### config.mk
export PLATFORM = sky130hd
export DESIGN_NAME = bgs_sync_resp
export DESIGN_NICKNAME = d
export VERILOG_FILES = /design/src/rtl/bgs_pkg.sv /design/src/rtl/bgs_line_sampler.sv /design/src/rtl/bgs_low_timer.sv /design/src/rtl/bgs_resp_fsm.sv /design/src/rtl/bgs_sync_resp.sv
export SDC_FILE = /design/constraint.sdc
export NUM_CORES = 1
export LEC_CHECK = 0
export BUFFER_PORTS_ARGS = -buffer_cell sky130_fd_sc_hd__buf_2
export CAP_MARGIN = 40
export CORE_MARGIN = 3
export CORE_UTILIZATION = 25
export DETAILED_ROUTE_END_ITERATION = 12
export HOLD_SLACK_MARGIN = 0.05
export PLACE_DENSITY_LB_ADDON = 0.12
export SETUP_SLACK_MARGIN = 0.15
export SLEW_MARGIN = 40
export SYNTH_ARGS = -nofsm -noshare
export SYNTH_HDL_FRONTEND = slang
export SYNTH_SLANG_ARGS = --single-unit
### constraint.sdc
create_clock -name clk -period 2.78 [get_ports clk]
set_clock_uncertainty 0.2 [all_clocks]
set_input_delay 0.834 -clock clk [delete_from_list [all_inputs] [get_ports clk]]
set_output_delay 0.834 -clock clk [all_outputs]
set_load 0.02 [all_outputs]
### src/rtl/bgs_pkg.sv
package bgs_pkg;

  typedef enum logic [2:0] {
    ST_IDLE    = 3'd0,
    ST_WAIT_HI = 3'd1,
    ST_GAP     = 3'd2,
    ST_LOW     = 3'd3,
    ST_SPEED   = 3'd4
  } resp_st_t;

  function automatic int unsigned cnt_bits(input int unsigned n);
    return (n < 2) ? 1 : $clog2(n);
  endfunction

endpackage

### src/rtl/bgs_line_sampler.sv
module bgs_line_sampler #(
  parameter int STAGES = 2,
  parameter int BLANK  = STAGES + 1
) (
  input  logic clk,
  input  logic rst,
  input  logic line_in,
  input  logic own_drive,
  output logic line_q,
  output logic fall
);
  localparam int BW = $clog2(BLANK + 1);

  logic [STAGES-1:0] sh;
  logic [BW-1:0]     blank;
  logic              nl;

  // Own drive and its echo through the synchroniser read as released (high).
  always_comb nl = (own_drive || blank != '0) ? 1'b1 : sh[STAGES-1];

  always_ff @(posedge clk) begin
    if (rst) begin
      sh     <= '1;
      blank  <= '0;
      line_q <= 1'b1;
      fall   <= 1'b0;
    end else begin
      sh     <= {sh[STAGES-2:0], line_in};
      if (own_drive)
        blank <= BW'(BLANK);
      else if (blank != '0)
        blank <= blank - 1'b1;
      fall   <= line_q & ~nl;
      line_q <= nl;
    end
  end
endmodule

### src/rtl/bgs_low_timer.sv
module bgs_low_timer #(
  parameter int CW = 8
) (
  input  logic          clk,
  input  logic          rst,
  input  logic          ce,
  input  logic          line_q,
  input  logic          arm,
  input  logic [CW-1:0] thresh,
  output logic          hit
);
  logic [CW-1:0] cnt;
  logic          fired;
  logic [CW:0]   cnt_next;

  always_comb cnt_next = {1'b0, cnt} + 1'b1;

  always_ff @(posedge clk) begin
    if (rst) begin
      cnt   <= '0;
      fired <= 1'b0;
      hit   <= 1'b0;
    end else begin
      hit <= 1'b0;
      if (line_q) begin
        cnt   <= '0;
        fired <= 1'b0;
      end else if (ce) begin
        if (cnt != '1)
          cnt <= cnt + 1'b1;
        if (arm && !fired && cnt_next >= {1'b0, thresh}) begin
          hit   <= 1'b1;
          fired <= 1'b1;
        end
      end
    end
  end
endmodule

### src/rtl/bgs_resp_fsm.sv
module bgs_resp_fsm
  import bgs_pkg::*;
#(
  parameter int GAP_LEN = 16,
  parameter int LOW_LEN = 128
) (
  input  logic clk,
  input  logic rst,
  input  logic ce,
  input  logic hit,
  input  logic line_q,
  input  logic ack_pend,
  output logic idle,
  output logic pad_oe,
  output logic pad_out,
  output logic soft_rst,
  output logic ack_abort
);
  localparam int LONGEST = (GAP_LEN > LOW_LEN) ? GAP_LEN : LOW_LEN;
  localparam int TW      = cnt_bits(LONGEST);

  resp_st_t      st;
  logic [TW-1:0] tcnt;

  always_comb idle = (st == ST_IDLE);

  always_ff @(posedge clk) begin
    if (rst) begin
      st        <= ST_IDLE;
      tcnt      <= '0;
      pad_oe    <= 1'b0;
      pad_out   <= 1'b0;
      soft_rst  <= 1'b0;
      ack_abort <= 1'b0;
    end else begin
      soft_rst  <= 1'b0;
      ack_abort <= 1'b0;
      unique case (st)
        ST_IDLE: if (hit) begin
          st        <= ST_WAIT_HI;
          soft_rst  <= 1'b1;
          ack_abort <= ack_pend;
        end
        ST_WAIT_HI: if (line_q) begin
          st   <= ST_GAP;
          tcnt <= '0;
        end
        ST_GAP: if (ce) begin
          if (tcnt == TW'(GAP_LEN - 1)) begin
            st      <= ST_LOW;
            tcnt    <= '0;
            pad_oe  <= 1'b1;
            pad_out <= 1'b0;
          end else begin
            tcnt <= tcnt + 1'b1;
          end
        end
        ST_LOW: if (ce) begin
          if (tcnt == TW'(LOW_LEN - 1)) begin
            st      <= ST_SPEED;
            pad_out <= 1'b1;
          end else begin
            tcnt <= tcnt + 1'b1;
          end
        end
        ST_SPEED: if (ce) begin
          st      <= ST_IDLE;
          pad_oe  <= 1'b0;
          pad_out <= 1'b0;
        end
        default: st <= ST_IDLE;
      endcase
    end
  end
endmodule

### src/rtl/bgs_sync_resp.sv
module bgs_sync_resp #(
  parameter int CW          = 8,
  parameter int GAP_LEN     = 16,
  parameter int LOW_LEN     = 128,
  parameter int SYNC_STAGES = 2
) (
  input  logic          clk,
  input  logic          rst,
  input  logic          dbg_ce,
  input  logic          line_in,
  input  logic [CW-1:0] sync_thresh,
  input  logic          ack_pend,
  output logic          pad_oe,
  output logic          pad_out,
  output logic          soft_rst,
  output logic          ack_abort,
  output logic          host_fall
);
  logic line_q, fall, hit, idle;

  bgs_line_sampler #(.STAGES(SYNC_STAGES)) u_samp (
    .clk(clk), .rst(rst), .line_in(line_in), .own_drive(pad_oe),
    .line_q(line_q), .fall(fall)
  );

  bgs_low_timer #(.CW(CW)) u_tmr (
    .clk(clk), .rst(rst), .ce(dbg_ce), .line_q(line_q), .arm(idle),
    .thresh(sync_thresh), .hit(hit)
  );

  bgs_resp_fsm #(.GAP_LEN(GAP_LEN), .LOW_LEN(LOW_LEN)) u_fsm (
    .clk(clk), .rst(rst), .ce(dbg_ce), .hit(hit), .line_q(line_q),
    .ack_pend(ack_pend), .idle(idle), .pad_oe(pad_oe), .pad_out(pad_out),
    .soft_rst(soft_rst), .ack_abort(ack_abort)
  );

  always_ff @(posedge clk) begin
    if (rst) host_fall <= 1'b0;
    else     host_fall <= fall & idle;
  end
endmodule

# Yosys cells after proc, flatten, opt, wreduce, memory -nomap -nowiden
# Index checks and enable logic that the tools add are counted.
[word_totals] out_inout_bits=5 reg_bits=31 input_bits=13 word_cells=88
[classes] add_sub_neg=4 bitwise=6 magnitude_cmp=1 n_mux=28 reduce_logical=20 n_eq_ne=15
[ops] operator="$mux 7" count=5
[ops] operator="$mux 3" count=7
[ops] operator="$pmux 7 s3" count=1
[ops] operator="$pmux 3 s5" count=1
[ops] operator="$mux 1" count=10
[ops] operator="$ne 2x2->1 const B" count=5
[ops] operator="$add 8x1->9 const B" count=1
[ops] operator="$ge 9x8->1" count=1
[ops] operator="$add 8x1->8 const B" count=1
[ops] operator="$ne 8x8->1 const B" count=1
[ops] operator="$add 7x1->7 const B" count=1
[ops] operator="$eq 7x4->1 const B" count=1
[ops] operator="$eq 7x7->1 const B" count=1
[ops] operator="$reduce_and 7->1" count=1
[ops] operator="$eq 3x2->1 const B" count=2
[ops] operator="$ne 2x1->1 const B" count=3
[ops] operator="$reduce_and 6->1" count=1
[ops] operator="$reduce_bool 2->1" count=3
[ops] operator="$reduce_bool 3->1" count=2
[ops] operator="$reduce_or 3->1" count=2
[ops] operator="$reduce_and 5->1" count=1
[ops] operator="$mux 2" count=2
[ops] operator="$not 1->1" count=4
[ops] operator="$reduce_and 2->1" count=2
[ops] operator="other kinds (12)" count=15

# Longest topological paths before layout
[depth] ltp_word=5 ltp_mapped=10 depth_no_buf=10

# By module
# Synthesis repeated with hierarchy kept, for this count alone.
[unflattened] cells_unflattened=220 hier_area_um2=1928.1
[by_module_without_submodules] module="bgs_resp_fsm" instances=1 cells_per_inst=103 area_each_um2=919.6
[by_module_without_submodules] module="bgs_low_timer" instances=1 cells_per_inst=96 area_each_um2=767.0
[by_module_without_submodules] module="bgs_line_sampler" instances=1 cells_per_inst=19 area_each_um2=212.7
[by_module_without_submodules] module="bgs_sync_resp" instances=1 cells_per_inst=2 area_each_um2=28.8

# Worst setup path after synthesis
# Ideal clock, no wire load.
[synth_timing] path_type="register to register" start="reg u_tmr.cnt[0]" end="reg u_tmr.fired" required_time_ps=2460 path_stages_with_launch=11 slack_ps=436 period_less_slack_ps=2344 arrival_ps=2023 setup_time_ps=120 cell_sequence="dfxtp_1 -> ha_1 -> nand3_1 -> nor2_1 -> xor2_1 -> ha_1 -> a21oi_1 -> o21a_1 -> o21ai_0 -> a211oi_1 -> nor2_1"
[synth_between] elab_chain_len=4
[synth_rtl] item="from (decl)" line="bgs_low_timer.sv:12" source="logic [CW-1:0] cnt;"
[synth_rtl] item="from (signal assigned)" line="bgs_low_timer.sv:30" source="cnt <= cnt + 1'b1;"
[synth_rtl] item="$add 8x1->9" line="bgs_low_timer.sv:16" source="always_comb cnt_next = {1'b0, cnt} + 1'b1;"
[synth_rtl] item="named net u_tmr.cnt_next[6]" line="bgs_low_timer.sv:14" source="logic [CW:0] cnt_next;"
[synth_rtl] item="$ge 9x8->1" line="bgs_low_timer.sv:31" source="if (arm && !fired && cnt_next >= {1'b0, thresh}) begin"
[synth_rtl] item="$logic_and 1x1->1" line="bgs_low_timer.sv:31"
[synth_rtl] item="$reduce_and 2->1 (no line)"
[synth_rtl] item="to (signal assigned)" line="bgs_low_timer.sv:21" source="fired <= 1'b0;"
[synth_rtl] item="to (signal assigned)" line="bgs_low_timer.sv:27" source="fired <= 1'b0;"
[synth_rtl] item="to (signal assigned)" line="bgs_low_timer.sv:33" source="fired <= 1'b1;"
[synth_rtl] item="to (decl)" line="bgs_low_timer.sv:13" source="logic fired;"
# The timed path passes the listed nets, and every way through them passes these cells.
# A chain may end at the register's enable or synchronous reset.

# Worst setup path after layout
# Ends and elaborated chain as after synthesis.

==> impl_metrics.env <==
export IMPL_h_tree_depth=2
export IMPL_die_w_um=87.5
export IMPL_yosysWarnings=0
export IMPL_syn_inst=190
export IMPL_ys_types=41
export IMPL_worst_slack_ns=0.417
export IMPL_leakage_nw=0.795
export IMPL_layout_drive_gt1_share_pct=17.1
export IMPL_tightest_slew_ns=0.422
export IMPL_synth_seq_cells=31
export IMPL_fin_setup_tns_ns=0
export IMPL_synth_async_sr_flop_share_pct=0
export IMPL_crit_fanout=5
export IMPL_reg2reg_from="u_tmr.cnt[0]"
export IMPL_antenna_found_initial=0
export IMPL_grt_overflow=0
export IMPL_avgSynthCellArea_sq_um=8.75
export IMPL_dieArea_sq_um=7660
export IMPL_core_area_sq_um=6390
export IMPL_wl_met2_mm=1.40
export IMPL_area_delta_synth_final_pct=14.8
export IMPL_die_y_um=87.5
export IMPL_max_stage_delay_ns=0.41
export IMPL_cts_tree="yes"
export IMPL_finalHoldViolations=0
export IMPL_routed_top_layer="met4"
export IMPL_met1_length_mm=1.76
export IMPL_layout_common_cells="31 x dfxtp_1, 26 x nor2_1, 17 x buf_2"
export IMPL_rr_worst_depth=10
export IMPL_min_path_type="flop to flop"
export IMPL_rsz0062_at_grt="no"
export IMPL_power_total_uw=905
export IMPL_layout_nets=235
export IMPL_outcome="finished, final reports clean"
export IMPL_post_route_period_util_pct=85.0
export IMPL_postCtsSetupBuffers=0
export IMPL_grt_pass1_vias=1303
export IMPL_wl_met3_um=180
export IMPL_drt_vias_per_instance=4.53
export IMPL_dpl_hpwl_mm=2.54
export IMPL_crit_cells=10
export IMPL_fmaxAchievable_ghz=0.423
export IMPL_peakVddDrop_uv=228
export IMPL_num_antenna_cells=0
export IMPL_synth_cell_area_sq_um=1660
export IMPL_critPathKind="flop to flop"
export IMPL_powerDensity_nw_per_um2=475
export IMPL_pre_cts_slack_ns=0.354
export IMPL_max_cap_violations=0
export IMPL_final_common_cell="dfxtp_1"
export IMPL_drtPass1Iterations=4
export IMPL_synth_nets=214
export IMPL_io_pins=18
export IMPL_cts_sinks=31
export IMPL_arrival_ns=2.33
export IMPL_relSlewSlack_pct=71.6
export IMPL_finalMaxSlewViolations=0
export IMPL_cpLargestDelayFamily="compound AO/OA/AOI/OAI gates"
export IMPL_grt_use_total_pct=10.2
export IMPL_clk_latency_ns=0.28
export IMPL_grt_max_degree=15
export IMPL_crit_path_start_kind="flop"
export IMPL_vias=1301
export IMPL_synth_seq_area_share_pct=37.3
export IMPL_gpl_final_weighted_congestion=0.716
export IMPL_reg2reg_to="u_tmr.fired"
export IMPL_period_minus_slack_ns=2.36
export IMPL_path_common_cell="ha_1"
export IMPL_clkSlewWorstSetupHoldPaths_ns=0.06
export IMPL_root_buffer="clkbuf_8"
export IMPL_ctsLongestPathBuffers=2
export IMPL_drt_iter0_drc=37
export IMPL_numCtsBuffers=5
export IMPL_crit_path_end_kind="flop"
export IMPL_rrSetupSlack_ns=0.42
export IMPL_fillers=707
export IMPL_wl_per_cell_um=11.7
export IMPL_crit_path_end="u_tmr.fired"
export IMPL_drc=0
export IMPL_synthFlopType="dfxtp_1"
export IMPL_rows=29
export IMPL_port_buffers=17
export IMPL_synth_edf_count=0
export IMPL_critPathLaunch="u_tmr.cnt[0]"
export IMPL_drt_wl_total_mm=3.37
export IMPL_cp_slowest_cell="dfxtp_1"
export IMPL_crit_required_ns=2.75
export IMPL_critPathBufInv=0
export IMPL_setup_viol=0
export IMPL_start_util_pct=26.0
export IMPL_antenna_left=0
export IMPL_cp_cell_sequence="ha_1, nand3_1, nor2_2, xor2_1, ha_1, a21oi_1, o21a_1, o21ai_0, a211oi_1, nor2_1"
export IMPL_grt_pass1_wl_mm=6.17
report_power, final:
| part | total (mW) | leakage, nW | switching, mW | internal (mW) |
|---|---|---|---|---|
| Sequential | 0.469 | 0.251 | 0.00734 | 0.461 |
| Clock | 0.320 | 0.0371 | 0.154 | 0.166 |
| Combinational | 0.116 | 0.507 | 0.0595 | 0.0569 |
| Total | 0.905 | 0.795 | 0.221 | 0.685 |
how the worst min path moves through the flow:
| stage | start | end | slack, ns | cells after the start |
|---|---|---|---|---|
| 3_3_place_gp | u_samp.sh[0] | u_samp.sh[1] | 0.19 | 1 |
| 5_1_grt | u_samp.sh[0] | u_samp.sh[1] | 0.25 | 1 |
| 6_report | u_samp.sh[0] | u_samp.sh[1] | 0.21 | 1 |
| 2_1_floorplan | u_samp.sh[0] | u_samp.sh[1] | 0.19 | 1 |
| 3_5_place_dp | u_samp.sh[0] | u_samp.sh[1] | 0.19 | 1 |
| 4_1_cts | u_samp.sh[0] | u_samp.sh[1] | 0.21 | 1 |
synthesized netlist by cell type (all sizes together), types with 2 or more instances:
| library cell | count | area [sq um] |
|---|---|---|
| or2 | 2 | 12.5 |
| o21ai | 7 | 35.0 |
| nor2 | 27 | 101 |
| a21oi | 14 | 70.1 |
| nor3 | 4 | 20.0 |
| and3 | 2 | 12.5 |
| and2 | 2 | 12.5 |
| dfxtp | 31 | 621 |
| buf | 4 | 22.5 |
| ha | 11 | 138 |
| mux2i | 7 | 70.1 |
| nand3 | 9 | 57.6 |
| inv | 13 | 48.8 |
| nand2 | 12 | 45.0 |
| or3 | 3 | 18.8 |
| a211oi | 4 | 30.0 |
| o311ai | 2 | 35.0 |
| nand2b | 2 | 12.5 |
| xor2 | 4 | 35.0 |
| xnor2 | 11 | 96.3 |
| nand4 | 2 | 12.5 |
worst register-to-register path, delay by kind of cell (launching register included):
| kind | cells | cell delay, ns |
|---|---|---|
| XOR/XNOR | 1 | 0.17 |
| adder cells (fa/ha/maj) | 2 | 0.50 |
| AND/OR/NAND/NOR | 3 | 0.37 |
| flip-flops | 1 | 0.41 |
| AO/OA/AOI/OAI | 4 | 0.59 |
timing repair:
| action | 4_1_cts | 5_1_grt |
|---|---|---|
| hold buffers | 0 | 0 |
| setup endpoints to repair | 0 | 2 |
| hold endpoints to repair | 0 | 0 |
| resized for setup | 0 | 1 |
cells by family (layout without fill, tap and decap cells):
| group | Yosys count | count (layout) | synth area share (%) |
|---|---|---|---|
| and+or+nand+nor | 72 | 72 | 22.1 |
| buffers and inverters | 18 | 38 | 4.52 |
| adders and majority gates | 11 | 11 | 8.28 |
| AOI/OAI and AO/OA | 36 | 36 | 15.7 |
| DFF | 31 | 31 | 37.3 |
| xor gates and xnor gates | 15 | 15 | 7.91 |
| muxes | 7 | 7 | 4.22 |
flip-flops by register name, indices dropped and copies added, names as in the netlist:
| signal | flops |
|---|---|
| u_fsm.ack_abort | 1 |
| host_fall | 1 |
| u_tmr.fired | 1 |
| u_fsm.soft_rst | 1 |
| u_samp.fall | 1 |
| u_tmr.hit | 1 |
| u_tmr.cnt | 8 |
| u_samp.blank | 2 |
| u_fsm.pad_oe | 1 |
| u_fsm.pad_out | 1 |
| u_samp.sh | 2 |
| u_fsm.st | 3 |
| u_fsm.tcnt | 7 |
| u_samp.line_q | 1 |
layer usage:
layer  vias to the layer above  GRT usage [%]
met5                         -              0
met4                         0           3.77
met3                         4           3.31
met2                        23           14.7
met1                       577           14.1
li1                        697              -
final cells by class:
| class | instances | area (sq um) | share of cell area, % |
|---|---|---|---|
| clock buffer | 6 | 72.6 | 3.81 |
| multi-input combinational | 141 | 968 | 50.8 |
| timing repair buffer | 19 | 100 | 5.25 |
| sequential | 31 | 621 | 32.5 |
| inverter | 13 | 48.8 | 2.56 |
| tap | 77 | 96.3 | 5.05 |
per-stage QoR:
step / instances / utilization (%) / cell area, sq um / hold slack (ns)
2_1_floorplan: 190 / - / 1660 / 0.189
3_3_place_gp: 281 / 28.7 / 1830 / 0.193
3_5_place_dp: 281 / 28.7 / 1830 / 0.194
4_1_cts: 287 / 29.8 / 1900 / 0.209
5_1_grt: 287 / 29.9 / 1910 / 0.249
6_report: 287 / 29.9 / 1910 / 0.210
(Power assumes the default switching activity.)
